[src/rtl/pcm_link_pkg.sv]
package pcm_link_pkg;
  localparam int DIV_W = 9;   // divider field width
  localparam int SMP_W = 16;  // sample width
endpackage

[src/rtl/pcm_bitclk_gen.sv]
module pcm_bitclk_gen #(
  parameter int DW = pcm_link_pkg::DIV_W
) (
  input  logic          clk,
  input  logic          rst_n,
  input  logic          run,
  input  logic          tick,
  input  logic [DW-1:0] div,
  output logic          sclk,
  output logic          rise_ev,
  output logic          fall_ev
);
  logic [DW-1:0] cnt;
  logic          wrap;

  assign wrap    = run & tick & (cnt >= div);
  assign rise_ev = wrap & ~sclk;
  assign fall_ev = wrap & sclk;

  always_ff @(posedge clk or negedge rst_n) begin
    if (!rst_n) begin
      cnt  <= '0;
      sclk <= 1'b0;
    end else if (!run) begin
      cnt  <= '0;
      sclk <= 1'b0;
    end else if (tick) begin
      if (cnt >= div) begin
        cnt  <= '0;
        sclk <= ~sclk;
      end else begin
        cnt <= cnt + 1'b1;
      end
    end
  end

  // without a selected tick the clock holds its level
  p_no_tick_hold_r1: assert property (@(posedge clk) disable iff (!rst_n)
    (run && !tick) |=> $stable(sclk));
endmodule

[src/rtl/pcm_frame_ctr.sv]
module pcm_frame_ctr #(
  parameter int DW = pcm_link_pkg::DIV_W
) (
  input  logic          clk,
  input  logic          rst_n,
  input  logic          run,
  input  logic          rise_ev,
  input  logic [DW-1:0] fdiv,
  output logic [DW-1:0] slot,
  output logic          frame_start,
  output logic          fsync
);
  logic [DW-1:0] slot_n;

  // an idle slot value of all ones wraps to slot 0 on the first rise
  assign slot_n      = (slot >= fdiv) ? '0 : slot + 1'b1;
  assign frame_start = rise_ev & (slot_n == '0);

  always_ff @(posedge clk or negedge rst_n) begin
    if (!rst_n) begin
      slot  <= '1;
      fsync <= 1'b0;
    end else if (!run) begin
      slot  <= '1;
      fsync <= 1'b0;
    end else if (rise_ev) begin
      slot  <= slot_n;
      fsync <= frame_start;
    end
  end
endmodule

[src/rtl/pcm_tx_shift.sv]
module pcm_tx_shift #(
  parameter int SW = pcm_link_pkg::SMP_W
) (
  input  logic          clk,
  input  logic          rst_n,
  input  logic          run,
  input  logic          rise_ev,
  input  logic          frame_start,
  input  logic          tx_en,
  input  logic          late,
  input  logic          tx_valid,
  input  logic [SW-1:0] tx_data,
  output logic          tx_ready,
  output logic          sd
);
  logic [SW-1:0] sh;
  logic [SW-1:0] load;

  assign tx_ready = frame_start & tx_en;
  assign load     = (tx_ready & tx_valid) ? tx_data : '0;

  always_ff @(posedge clk or negedge rst_n) begin
    if (!rst_n) begin
      sh <= '0;
      sd <= 1'b0;
    end else if (!run) begin
      sh <= '0;
      sd <= 1'b0;
    end else if (rise_ev) begin
      if (frame_start) begin
        if (late) begin
          sd <= 1'b0;
          sh <= load;
        end else begin
          sd <= load[SW-1];
          sh <= load << 1;
        end
      end else begin
        sd <= sh[SW-1];
        sh <= sh << 1;
      end
    end
  end
endmodule

[src/rtl/pcm_rx_shift.sv]
module pcm_rx_shift #(
  parameter int SW = pcm_link_pkg::SMP_W,
  parameter int DW = pcm_link_pkg::DIV_W
) (
  input  logic          clk,
  input  logic          rst_n,
  input  logic          run,
  input  logic          fall_ev,
  input  logic [DW-1:0] slot,
  input  logic          late,
  input  logic          rx_en,
  input  logic          sdi,
  input  logic          rx_ready,
  output logic          rx_valid,
  output logic [SW-1:0] rx_data
);
  localparam logic [DW-1:0] SPAN = DW'(SW - 1);

  logic [SW-1:0] sh;
  logic [DW-1:0] first_slot, last_slot;
  logic          take, done;

  assign first_slot = {{(DW-1){1'b0}}, late};
  assign last_slot  = first_slot + SPAN;
  assign take = fall_ev & rx_en & (slot >= first_slot) & (slot <= last_slot);
  assign done = take & (slot == last_slot);

  always_ff @(posedge clk or negedge rst_n) begin
    if (!rst_n)      sh <= '0;
    else if (!run)   sh <= '0;
    else if (take)   sh <= {sh[SW-2:0], sdi};
  end

  always_ff @(posedge clk or negedge rst_n) begin
    if (!rst_n) begin
      rx_valid <= 1'b0;
      rx_data  <= '0;
    end else begin
      if (rx_valid && rx_ready) rx_valid <= 1'b0;
      if (done && (!rx_valid || rx_ready)) begin
        rx_valid <= 1'b1;
        rx_data  <= {sh[SW-2:0], sdi};
      end
    end
  end

  // a held word is not lost or altered while the consumer stalls
  p_rx_hold_r8: assert property (@(posedge clk) disable iff (!rst_n)
    (rx_valid && !rx_ready) |=> (rx_valid && $stable(rx_data)));
endmodule

[src/rtl/pcm_link_master.sv]
module pcm_link_master #(
  parameter int DW = pcm_link_pkg::DIV_W,
  parameter int SW = pcm_link_pkg::SMP_W
) (
  input  logic          clk,
  input  logic          rst_n,
  input  logic          tick_audio,
  input  logic          tick_periph,
  input  logic          src_sel_periph,
  input  logic [DW-1:0] sclk_div,
  input  logic [DW-1:0] frame_div,
  input  logic          sclk_out_en,
  input  logic          clk_continuous,
  input  logic          tx_en,
  input  logic          rx_en,
  input  logic          tx_late,
  input  logic          rx_late,
  input  logic          tx_valid,
  output logic          tx_ready,
  input  logic [SW-1:0] tx_data,
  input  logic          sdi,
  output logic          rx_valid,
  input  logic          rx_ready,
  output logic [SW-1:0] rx_data,
  output logic          sclk_o,
  output logic          fsync_o,
  output logic          sdo
);
  logic          run, tick, sclk_int, rise_ev, fall_ev, frame_start;
  logic [DW-1:0] slot;

  assign run    = tx_en | rx_en | clk_continuous;
  assign tick   = src_sel_periph ? tick_periph : tick_audio;
  assign sclk_o = sclk_int & sclk_out_en;

  pcm_bitclk_gen #(.DW(DW)) u_clk (
    .clk(clk), .rst_n(rst_n), .run(run), .tick(tick), .div(sclk_div),
    .sclk(sclk_int), .rise_ev(rise_ev), .fall_ev(fall_ev));

  pcm_frame_ctr #(.DW(DW)) u_frm (
    .clk(clk), .rst_n(rst_n), .run(run), .rise_ev(rise_ev), .fdiv(frame_div),
    .slot(slot), .frame_start(frame_start), .fsync(fsync_o));

  pcm_tx_shift #(.SW(SW)) u_tx (
    .clk(clk), .rst_n(rst_n), .run(run), .rise_ev(rise_ev),
    .frame_start(frame_start), .tx_en(tx_en), .late(tx_late),
    .tx_valid(tx_valid), .tx_data(tx_data), .tx_ready(tx_ready), .sd(sdo));

  pcm_rx_shift #(.SW(SW), .DW(DW)) u_rx (
    .clk(clk), .rst_n(rst_n), .run(run), .fall_ev(fall_ev), .slot(slot),
    .late(rx_late), .rx_en(rx_en), .sdi(sdi), .rx_ready(rx_ready),
    .rx_valid(rx_valid), .rx_data(rx_data));

  // sync only starts together with a rising bit-clock edge
  p_sync_on_rise_r4: assert property (@(posedge clk) disable iff (!rst_n)
    $rose(fsync_o) |-> sclk_int);

  // serial data moves only on rising edges while the link runs
  p_sdo_on_rise_r5: assert property (@(posedge clk) disable iff (!rst_n)
    (run && $past(run) && !$stable(sdo)) |-> $past(rise_ev));

  // no transmit handshake while the direction is disabled
  p_ready_needs_en_r6: assert property (@(posedge clk) disable iff (!rst_n)
    tx_ready |-> (tx_en && $rose(sclk_int) == 1'b0));
endmodule

[config.mk]
export PLATFORM = sky130hd
export DESIGN_NAME = pcm_link_master
export DESIGN_NICKNAME = d
export VERILOG_FILES = /design/src/rtl/pcm_link_pkg.sv /design/src/rtl/pcm_bitclk_gen.sv /design/src/rtl/pcm_frame_ctr.sv /design/src/rtl/pcm_tx_shift.sv /design/src/rtl/pcm_rx_shift.sv /design/src/rtl/pcm_link_master.sv
export SDC_FILE = /design/constraint.sdc
export NUM_CORES = 1
export LEC_CHECK = 0
export BUFFER_PORTS_ARGS = -buffer_cell sky130_fd_sc_hd__buf_4
export CAP_MARGIN = 20
export CORE_ASPECT_RATIO = 1.5
export CORE_MARGIN = 2
export CORE_UTILIZATION = 25
export CTS_BUF_LIST = sky130_fd_sc_hd__clkbuf_8
export CTS_CLUSTER_DIAMETER = 100
export DETAILED_ROUTE_END_ITERATION = 12
export GPL_TIMING_DRIVEN = 0
export PLACE_DENSITY = 0.46
export SYNTH_ARGS = -nofsm -noshare
export SYNTH_HDL_FRONTEND = slang
export SYNTH_SLANG_ARGS = --single-unit
[constraint.sdc]
create_clock -name clk -period 3.4 [get_ports clk]
set_clock_uncertainty 0.15 [all_clocks]
set_input_delay 0.34 -clock clk [delete_from_list [all_inputs] [get_ports clk]]
set_output_delay 0.34 -clock clk [all_outputs]
set_load 0.005 [all_outputs]
==> Yosys cells after proc, flatten, opt, wreduce, memory -nomap -nowiden <==
Index checks and enable logic that the tools add are counted.
{ "totals": {"output_inout_bits": 21, "word_cells": 68, "regBits": 69, "romBits": 0, "ram_bits": 0, "latchBits": 0, "mem_count": 0} }
{ "op_classes": {"n_reduce_logical": 7, "mul": 0, "n_addsub": 3, "n_shift": 0, "muxes": 25, "bitwise": 15, "n_eq_ne": 5, "order_cmp": 4, "div": 0} }
{ "op_table": {"columns": ["cell", "count"], "rows": [
  ["$mux 16", 5],
  ["$mux 9", 6],
  ["$mux 15", 2],
  ["$add 9x1->9 const B", 2],
  ["$ge 9x9->1", 2],
  ["$and 1x1->1", 12],
  ["$mux 1", 12],
  ["$eq 9x9->1", 1],
  ["$ge 9x1->1", 1],
  ["$le 9x9->1", 1],
  ["$logic_not 9->1", 1],
  ["$add 1x4->5 const B", 1],
  ["$ne 2x1->1 const B", 2],
  ["$ne 2x2->1 const B", 2],
  ["$logic_and 1x1->1", 2],
  ["$or 1x1->1", 2],
  ["$reduce_and 2->1", 1],
  ["$reduce_bool 2->1", 1],
  ["$logic_not 1->1", 1],
  ["$logic_or 1x1->1", 1],
  ["$not 1->1", 1]
]} }

==> Longest topological paths before layout <==
Gate-level depths: netlist of run 1.
{ "depth": {"word_depth": 13, "ltp_mapped": 10, "mapped_depth_nobuf": 8} }

==> Cells and area by module <==
A second synthesis of run 1 with hierarchy kept.
{ "unflattened": {"hier_cells": 428, "hier_area_um2": 4225.3} }
{ "modules_own_cells": {"columns": ["mod", "instances", "seq_area_each_um2", "cells_per_inst", "area_per_inst_um2"], "rows": [
  ["pcm_rx_shift", 1, 800.8, 108, 1446.4],
  ["pcm_tx_shift", 1, 425.4, 116, 1098.6],
  ["pcm_frame_ctr", 1, 261.5, 112, 917.1],
  ["pcm_bitclk_gen", 1, 250.2, 89, 739.5],
  ["pcm_link_master", 1, 0.0, 3, 23.8]
]} }

==> Worst setup path before layout of run 1 <==
OpenSTA, ideal clock, no wires.
{ "synth_path": {"kind": "register to output", "from": "reg u_frm.slot[1]", "to": "out tx_ready", "t_required_ps": 2910, "stages_incl_launch_ff": 10, "arrival_time_ps": 2592, "path_slack_ps": 318, "path_cell_list": "dfstp_2 -> ha_1 -> nand2_2 -> a21boi_0 -> or4_1 -> a2111o_1 -> and2_1 -> buf_6 -> buf_6 -> nor3b_1"} }
{ "synth_between": {"elab_chain_len": 5, "elab_cells_between_ends": 6, "classes_between": "add/sub (1); order compare (1); mux (1); bitwise (2); reduce/logical (1)"} }
{ "synth_lines": {"columns": ["item", "line_no", "source"], "rows": [
  ["start, declared", "pcm_frame_ctr.sv:9", "output logic [DW-1:0] slot,"],
  ["start signal, assigned", "pcm_frame_ctr.sv:27", "slot <= slot_n;"],
  ["$add 9x1->9 / $ge 9x9->1 (equally long branches)", "pcm_frame_ctr.sv:16", "assign slot_n = (slot >= fdiv) ? '0 : slot + 1'b1;"],
  ["$mux 9 (*)", "pcm_frame_ctr.sv:16", null],
  ["$logic_not 9->1 (*)", "pcm_frame_ctr.sv:17", "assign frame_start = rise_ev & (slot_n == '0);"],
  ["$and 1x1->1 (*)", "pcm_frame_ctr.sv:17", null],
  ["$and 1x1->1 (*)", "pcm_tx_shift.sv:19", "assign tx_ready = frame_start & tx_en;"],
  ["end, declared", "pcm_link_master.sv:19", "output logic tx_ready,"]
]} }
Every way passes the cells marked *; elsewhere a longest branch is shown, timed or not.

==> Worst setup path in the final report of run 1 <==
Ends and elaborated chain as after synthesis.

==> results of run 1 <==
## kinds of logic after synthesis
logic type / count (synthesis) / synth area share, %
AO/OA/AOI/OAI: 128 / 21.9
AND/OR/NAND/NOR: 122 / 15.4
flip-flops: 69 / 41.4
buffers and inverters: 44 / 4.35
multiplexers: 33 / 8.38
adder cells (fa/ha/maj): 26 / 7.75
XOR/XNOR: 4 / 0.835
## how the worst min path moves through the flow
stage / to / startpoint / slack [ns]
detailed placement: u_rx.rx_data[0] / u_rx.rx_data[0] / 0.35
floorplan: u_clk.cnt[0] / rst_n / -0.11
global placement: u_tx.sh[14] / u_tx.sh[13] / 0.34
global route: u_rx.rx_data[0] / sdi / 0.08
finish: u_rx.rx_data[0] / sdi / 0.09
CTS: u_rx.rx_data[0] / sdi / 0.08
## through the flow
stage	hold slack (ns)	setup TNS, ns	utilization [%]	instance area (µm²)	setup slack [ns]
6_report	0.0923	0	32.0	5320	0.161
5_1_grt	0.0794	0	32.0	5320	0.00283
4_1_cts	0.0776	-0.137	31.7	5270	-0.137
3_5_place_dp	0.350	-1.86	29.9	4960	-0.283
3_3_place_gp	0.345	-1.49	29.9	4960	-0.265
2_1_floorplan	-0.106	0	-	4200	0.318
## per-layer routing
layer / global-route usage [%] / vias up / share of wire (%) / wire length [µm]
li1: - / 1786 / - / -
met1: 16.9 / 1801 / 42 / 4940
met2: 22.0 / 106 / 50 / 5780
met3: 2.56 / 28 / 4.0 / 467
met4: 7.71 / 0 / 4.2 / 486
met5: 0 / - / 0 / 0
## flip-flops by register name (all words and copies together), names as in the netlist
| name | cells |
|---|---|
| u_tx.sd | 1 |
| u_rx.sh | 15 |
| u_frm.slot | 9 |
| u_rx.rx_valid | 1 |
| u_frm.fsync | 1 |
| u_clk.cnt | 9 |
| u_clk.sclk | 1 |
| u_tx.sh | 16 |
| u_rx.rx_data | 16 |
## area by class of cell
type,count,share of cell area (%)
buffer,21,1.60
inverter,20,1.41
multi-input combinational,313,43.8
timing repair buffer,82,11.8
tap,210,4.94
clock buffer,10,2.59
clock inverter,6,1.18
sequential,69,32.6
## where the power goes
group          internal, mW  switching [mW]  total, mW
combinational         0.511           0.598       1.11
sequential            0.941           0.131       1.07
clock                 0.357           0.332      0.690
total                  1.81            1.06       2.87
## critical path, stage by stage (launching register included)
cell and delay [ns]:
dfstp_2 0.58, ha_4 0.15, nand2_2 0.07, a21boi_0 0.12
or4_1 0.52, a2111o_1 0.41, and2_4 0.18, nor3b_4 0.22
buf_4 0.14
## timing repair
item	4_1_cts	5_1_grt
endpoints found under the setup margin	11	11
gates resized for setup	8	5
hold buffers	1	0
hold endpoints to repair	6	0
pin swaps	3	6
setup buffers	6	8
## cell usage in the layout, fill, tap and decap left out, drive strengths merged, types with 2 or more instances in the layout
| master | Yosys | layout |
|---|---|---|
| o21ai | 30 | 30 |
| nor3b | 3 | 3 |
| nor2 | 20 | 20 |
| a21o | 10 | 10 |
| a211oi | 16 | 16 |
| clkinv | 0 | 5 |
| a22o | 3 | 3 |
| o211ai | 2 | 2 |
| a21boi | 2 | 2 |
| nand2 | 23 | 23 |
| dfstp | 9 | 9 |
| nor4 | 2 | 2 |
| xor2 | 2 | 2 |
| clkbuf | 19 | 27 |
| a311o | 16 | 16 |
| nand4 | 2 | 2 |
| a21oi | 24 | 24 |
| mux2 | 17 | 17 |
| nand3 | 25 | 25 |
| o31ai | 2 | 2 |
| nor3 | 6 | 6 |
| mux2i | 16 | 16 |
| a211o | 8 | 8 |
| or3 | 3 | 3 |
| nor2b | 6 | 6 |
| xnor2 | 2 | 2 |
| o21a | 2 | 2 |
| and3 | 22 | 22 |
| and2 | 5 | 5 |
| dfrtp | 60 | 60 |
| ha | 26 | 26 |
| a221o | 7 | 7 |
| inv | 20 | 20 |
| buf | 5 | 85 |
==> impl_metrics.py, run 1 <==
metrics = {
    "worst_setup_path": {
        "end_kind": "primary output",
        "r2r_cells": 8,
        "start_kind": "flop",
        "r2r_slack_ns": 0.19,
        "crit_end": "tx_ready",
        "cp.arrival_ns": 2.75,
        "critPathKind": "reg -> out",
        "reg2reg_from": "u_frm.slot[0]",
        "r2r-end": "u_rx.rx_data[9]",
        "path_max_fanout": 5,
        "crit_start": "u_frm.slot[1]",
        "worstPathRequired_ns": 2.91,
    },
    "min_path": {
        "holdPathStages": 2,
        "hold_path.class": "in -> reg",
    },
    "detailed_routing": {
        "drt_iter0_markers": 147,
        "via_per_inst": 5.09,
        "ant_nets": 0,
        "first_pass_iters": 4,
        "num_vias": 3721,
        "drt_wl_total_um": 11700,
        "drc": 0,
        "wl_per_cell_um": 16.0,
    },
    "cells_and_area": {
        "regArea_um2": 1740,
        "drive_above_1_share_pct": 26.5,
        "multi_input_area_um2": 2330,
        "nFillCells": 1732,
        "fin_cells": 731,
        "diodes": 0,
        "nets": 590,
        "area_growth_pct": 26.8,
    },
    "floorplanning": {
        "initial_utilization_pct": 25.3,
        "dieArea_um2": 17900,
        "die-height_um": 163,
        "die-width_um": 110,
        "coreArea_um2": 16600,
        "rows": 58,
        "io-pin-count": 69,
    },
    "synth": {
        "synth_top_area_share_pct": 35.8,
        "synth_top_area_cell": "dfrtp_1",
        "synth_edf_count": 0,
        "synth_cell_type_count": 49,
        "ys_warn_count": 0,
        "synth_nets": 500,
        "synth_seq_area_share_pct": 41.4,
        "synth_common_cells": "dfrtp_1 (60), o21ai_0 (28), ha_1 (26)",
        "synth_seq_cells": 69,
        "syn_area_um2": 4200,
        "avgSynthCellArea_um2": 9.85,
        "synth.most_common_cell": "dfrtp_1",
        "synth_cells": 426,
        "synth_area_leaders": "dfrtp_1 (36%), ha_1 (7.7%), dfstp_2 (5.6%)",
        "async_flop_share_pct": 100,
        "ys.flop_type": "dfrtp_1",
    },
    "sta": {
        "drv_slew": 0,
        "fmax_mhz": 309,
        "rsz0062_at_grt": "no",
        "slew-limit-headroom_pct": 38.2,
        "period_minus_slack_ns": 3.24,
        "final-hold-violation-count": 0,
        "post-route-period-util_pct": 95.3,
        "setup_violations": 0,
        "worst_slew_pin_slew_ns": 0.918,
    },
    "global_route": {
        "grt_pass1_vias": 3788,
        "grt_pass1_wl_um": 19000,
        "grt_use_total_pct": 13.7,
        "grt_max_degree": 70,
        "overflow": 0,
        "antenna_found_initial": 0,
    },
    "cts": {
        "clockBufferDepth": 2,
        "h-tree-depth": 3,
        "clock-sinks": 69,
        "cts_tree": "yes",
        "cts_root_buffer": "clkbuf_8",
        "clkTransAtPathRegs_ns": 0.08,
        "clk-insertion-delay-late_ns": 0.35,
        "cts-buffers-inserted": 9,
    },
    "job": {
        "cap_violations": 0,
    },
    "pwr": {
        "power_mw": 2.87,
        "p_per_area_nw_per_um2": 539,
        "power_leakage_nw": 2.58,
        "ir_drop_mv": 0.179,
    },
    "placement": {
        "gp_congestion": 0.819,
        "dp_hpwl_um": 8640,
        "port_buffers": 67,
        "placedCellCount": 703,
    },
    "outcome": {
        "outcome": "completed",
    },
}
No activity file was read; power rests on OpenSTA's default activity.
==> run 2: changes to the inputs <==
Settings changed: CELL_PAD_IN_SITES_DETAIL_PLACEMENT set to 1, CELL_PAD_IN_SITES_GLOBAL_PLACEMENT set to 2, PLACE_DENSITY 0.46 to 0.64.
==> impl_metrics.py, run 2 (synthesis gave the netlist of run 1 again) <==
metrics = {
    "detailed_routing": {
        "first_pass_iters": 5,
        "drc": 0,
        "num_vias": 3776,
        "drt_iter0_markers": 140,
        "top_layer_used": "met4",
        "wl_met2_um": 6430,
        "wl_per_cell_um": 17.2,
        "route.met3.wl_um": 466,
        "drt_wl_total_um": 12600,
        "ant_nets": 0,
        "m1WireLength_um": 5440,
        "via_per_inst": 5.16,
    },
    "cts": {
        "clockBufferDepth": 2,
        "h-tree-depth": 3,
        "clock-sinks": 69,
        "clk-insertion-delay-late_ns": 0.36,
        "clkTransAtPathRegs_ns": 0.08,
        "cts_root_buffer": "clkbuf_8",
        "cts-buffers-inserted": 9,
        "cts_tree": "yes",
    },
    "sta": {
        "rsz0062_at_grt": "no",
        "period_minus_slack_ns": 3.21,
        "slew-limit-headroom_pct": 38.3,
        "worst_slew_pin_slew_ns": 0.926,
        "fmax_mhz": 312,
        "setup_violations": 0,
        "hold_slack_ns": 0.0906,
        "drv_slew": 0,
        "final-hold-violation-count": 0,
        "post-route-period-util_pct": 94.3,
        "setup_ws_ns": 0.193,
    },
    "worst_setup_path": {
        "start_kind": "flop",
        "path_max_fanout": 8,
        "end_kind": "primary output",
        "crit_path_cell_trace": "ha_4, nand2_4, a21boi_1, or4_4, a2111o_1, and2_4, nor3b_4, buf_4",
        "cp.arrival_ns": 2.72,
        "slowest_stage": "dfstp_2",
        "worstPathRequired_ns": 2.91,
        "critPathKind": "reg -> out",
        "max_stage_delay_ns": 0.58,
        "r2r_slack_ns": 0.20,
    },
    "pwr": {
        "power_leakage_nw": 2.58,
        "ir_drop_mv": 0.163,
        "p_per_area_nw_per_um2": 564,
        "power_mw": 3.02,
    },
    "placement": {
        "post-place-ws_ns": -0.312,
        "port_buffers": 67,
        "postPlaceCellArea_um2": 4960,
        "gp_congestion": 0.772,
        "dp_hpwl_um": 9260,
    },
    "global_route": {
        "overflow": 0,
        "antenna_found_initial": 0,
        "grt_pass1_wl_um": 20400,
        "grt_max_degree": 70,
        "grt_pass1_vias": 4031,
        "grt_use_total_pct": 14.7,
    },
    "cells_and_area": {
        "diodes": 0,
        "design_area_um2": 5360,
        "area_growth_pct": 27.6,
        "top_regs": "u_rx.rx_data: 16 flops, u_tx.sh: 16 flops, u_rx.sh: 15 flops",
        "layout_common_cells": "buf_4 (82), dfrtp_1 (60), o21ai_0 (27)",
        "final_common_cell": "buf_4",
        "nets": 591,
        "drive_above_1_share_pct": 27.2,
        "postLayoutCoreUtil_pct": 32.2,
    },
    "floorplanning": {
        "coreArea_um2": 16600,
        "io-pin-count": 69,
        "die-height_um": 163,
        "dieArea_um2": 17900,
        "rows": 58,
        "initial_utilization_pct": 25.3,
        "die-width_um": 110,
    },
    "outcome": {
        "outcome": "completed",
    },
    "min_path": {
        "hold_path.class": "in -> reg",
    },
    "job": {
        "cap_violations": 0,
    },
}
-- run 2: worst paths after layout --
check	to	from	depth (start not counted)
max	tx_ready	u_frm.slot[0]	8
max reg2reg	u_rx.rx_data[8]	u_frm.slot[0]	9
min reg2reg	u_rx.rx_data[14]	u_rx.rx_data[14]	1
max in group asynchronous	u_tx.sh[10]	rst_n	2
min in group asynchronous	u_rx.rx_data[3]	rst_n	2
min	u_rx.rx_data[0]	sdi	2
-- run 2: worst max-delay path: cells and delay by family, from the launching register on --
family / cells / cell delay [ns]
simple gates: 4 / 0.95
flops: 1 / 0.58
compound gates: 2 / 0.53
fa+ha+maj: 1 / 0.16
buf+inv: 1 / 0.14
-- run 2: power breakdown --
part           leakage, nW  switching, mW  total, mW  internal (mW)
registers            0.925          0.141       1.08          0.941
logic                 1.55          0.637       1.17          0.534
clock network        0.106          0.352      0.767          0.415
total                 2.58           1.13       3.02           1.89
-- run 2: final cells by class --
| cell class | count | area, µm² |
|---|---|---|
| timing repair buffer | 83 | 626 |
| inverter | 20 | 75.1 |
| multi-input combinational | 313 | 2350 |
| tap | 210 | 263 |
| buffer | 21 | 81.3 |
| sequential | 69 | 1740 |
| fill | 1925 | 11300 |
| clock buffer | 9 | 124 |
| clock inverter | 7 | 97.6 |
-- run 2: layer usage --
metal	vias up	track usage [%]
li1	1786	-
met1	1911	18.5
met2	65	25.2
met3	14	2.32
met4	0	4.72
met5	-	0
-- run 2: through the flow --
stage	TNS [ns]	std cells
floorplan	0	426
CTS	-0.0198	726
finish	0	732
global placement	-0.368	703
global route	0	732
detailed placement	-0.984	703
-- run 2: repair_timing --
action	CTS	global route
hold buffers	1	0
endpoints found under the setup margin	18	1
hold endpoints to repair	19	0
cloned	0	0
resized for setup	16	6
pin swaps	4	8
buffers inserted	7	8
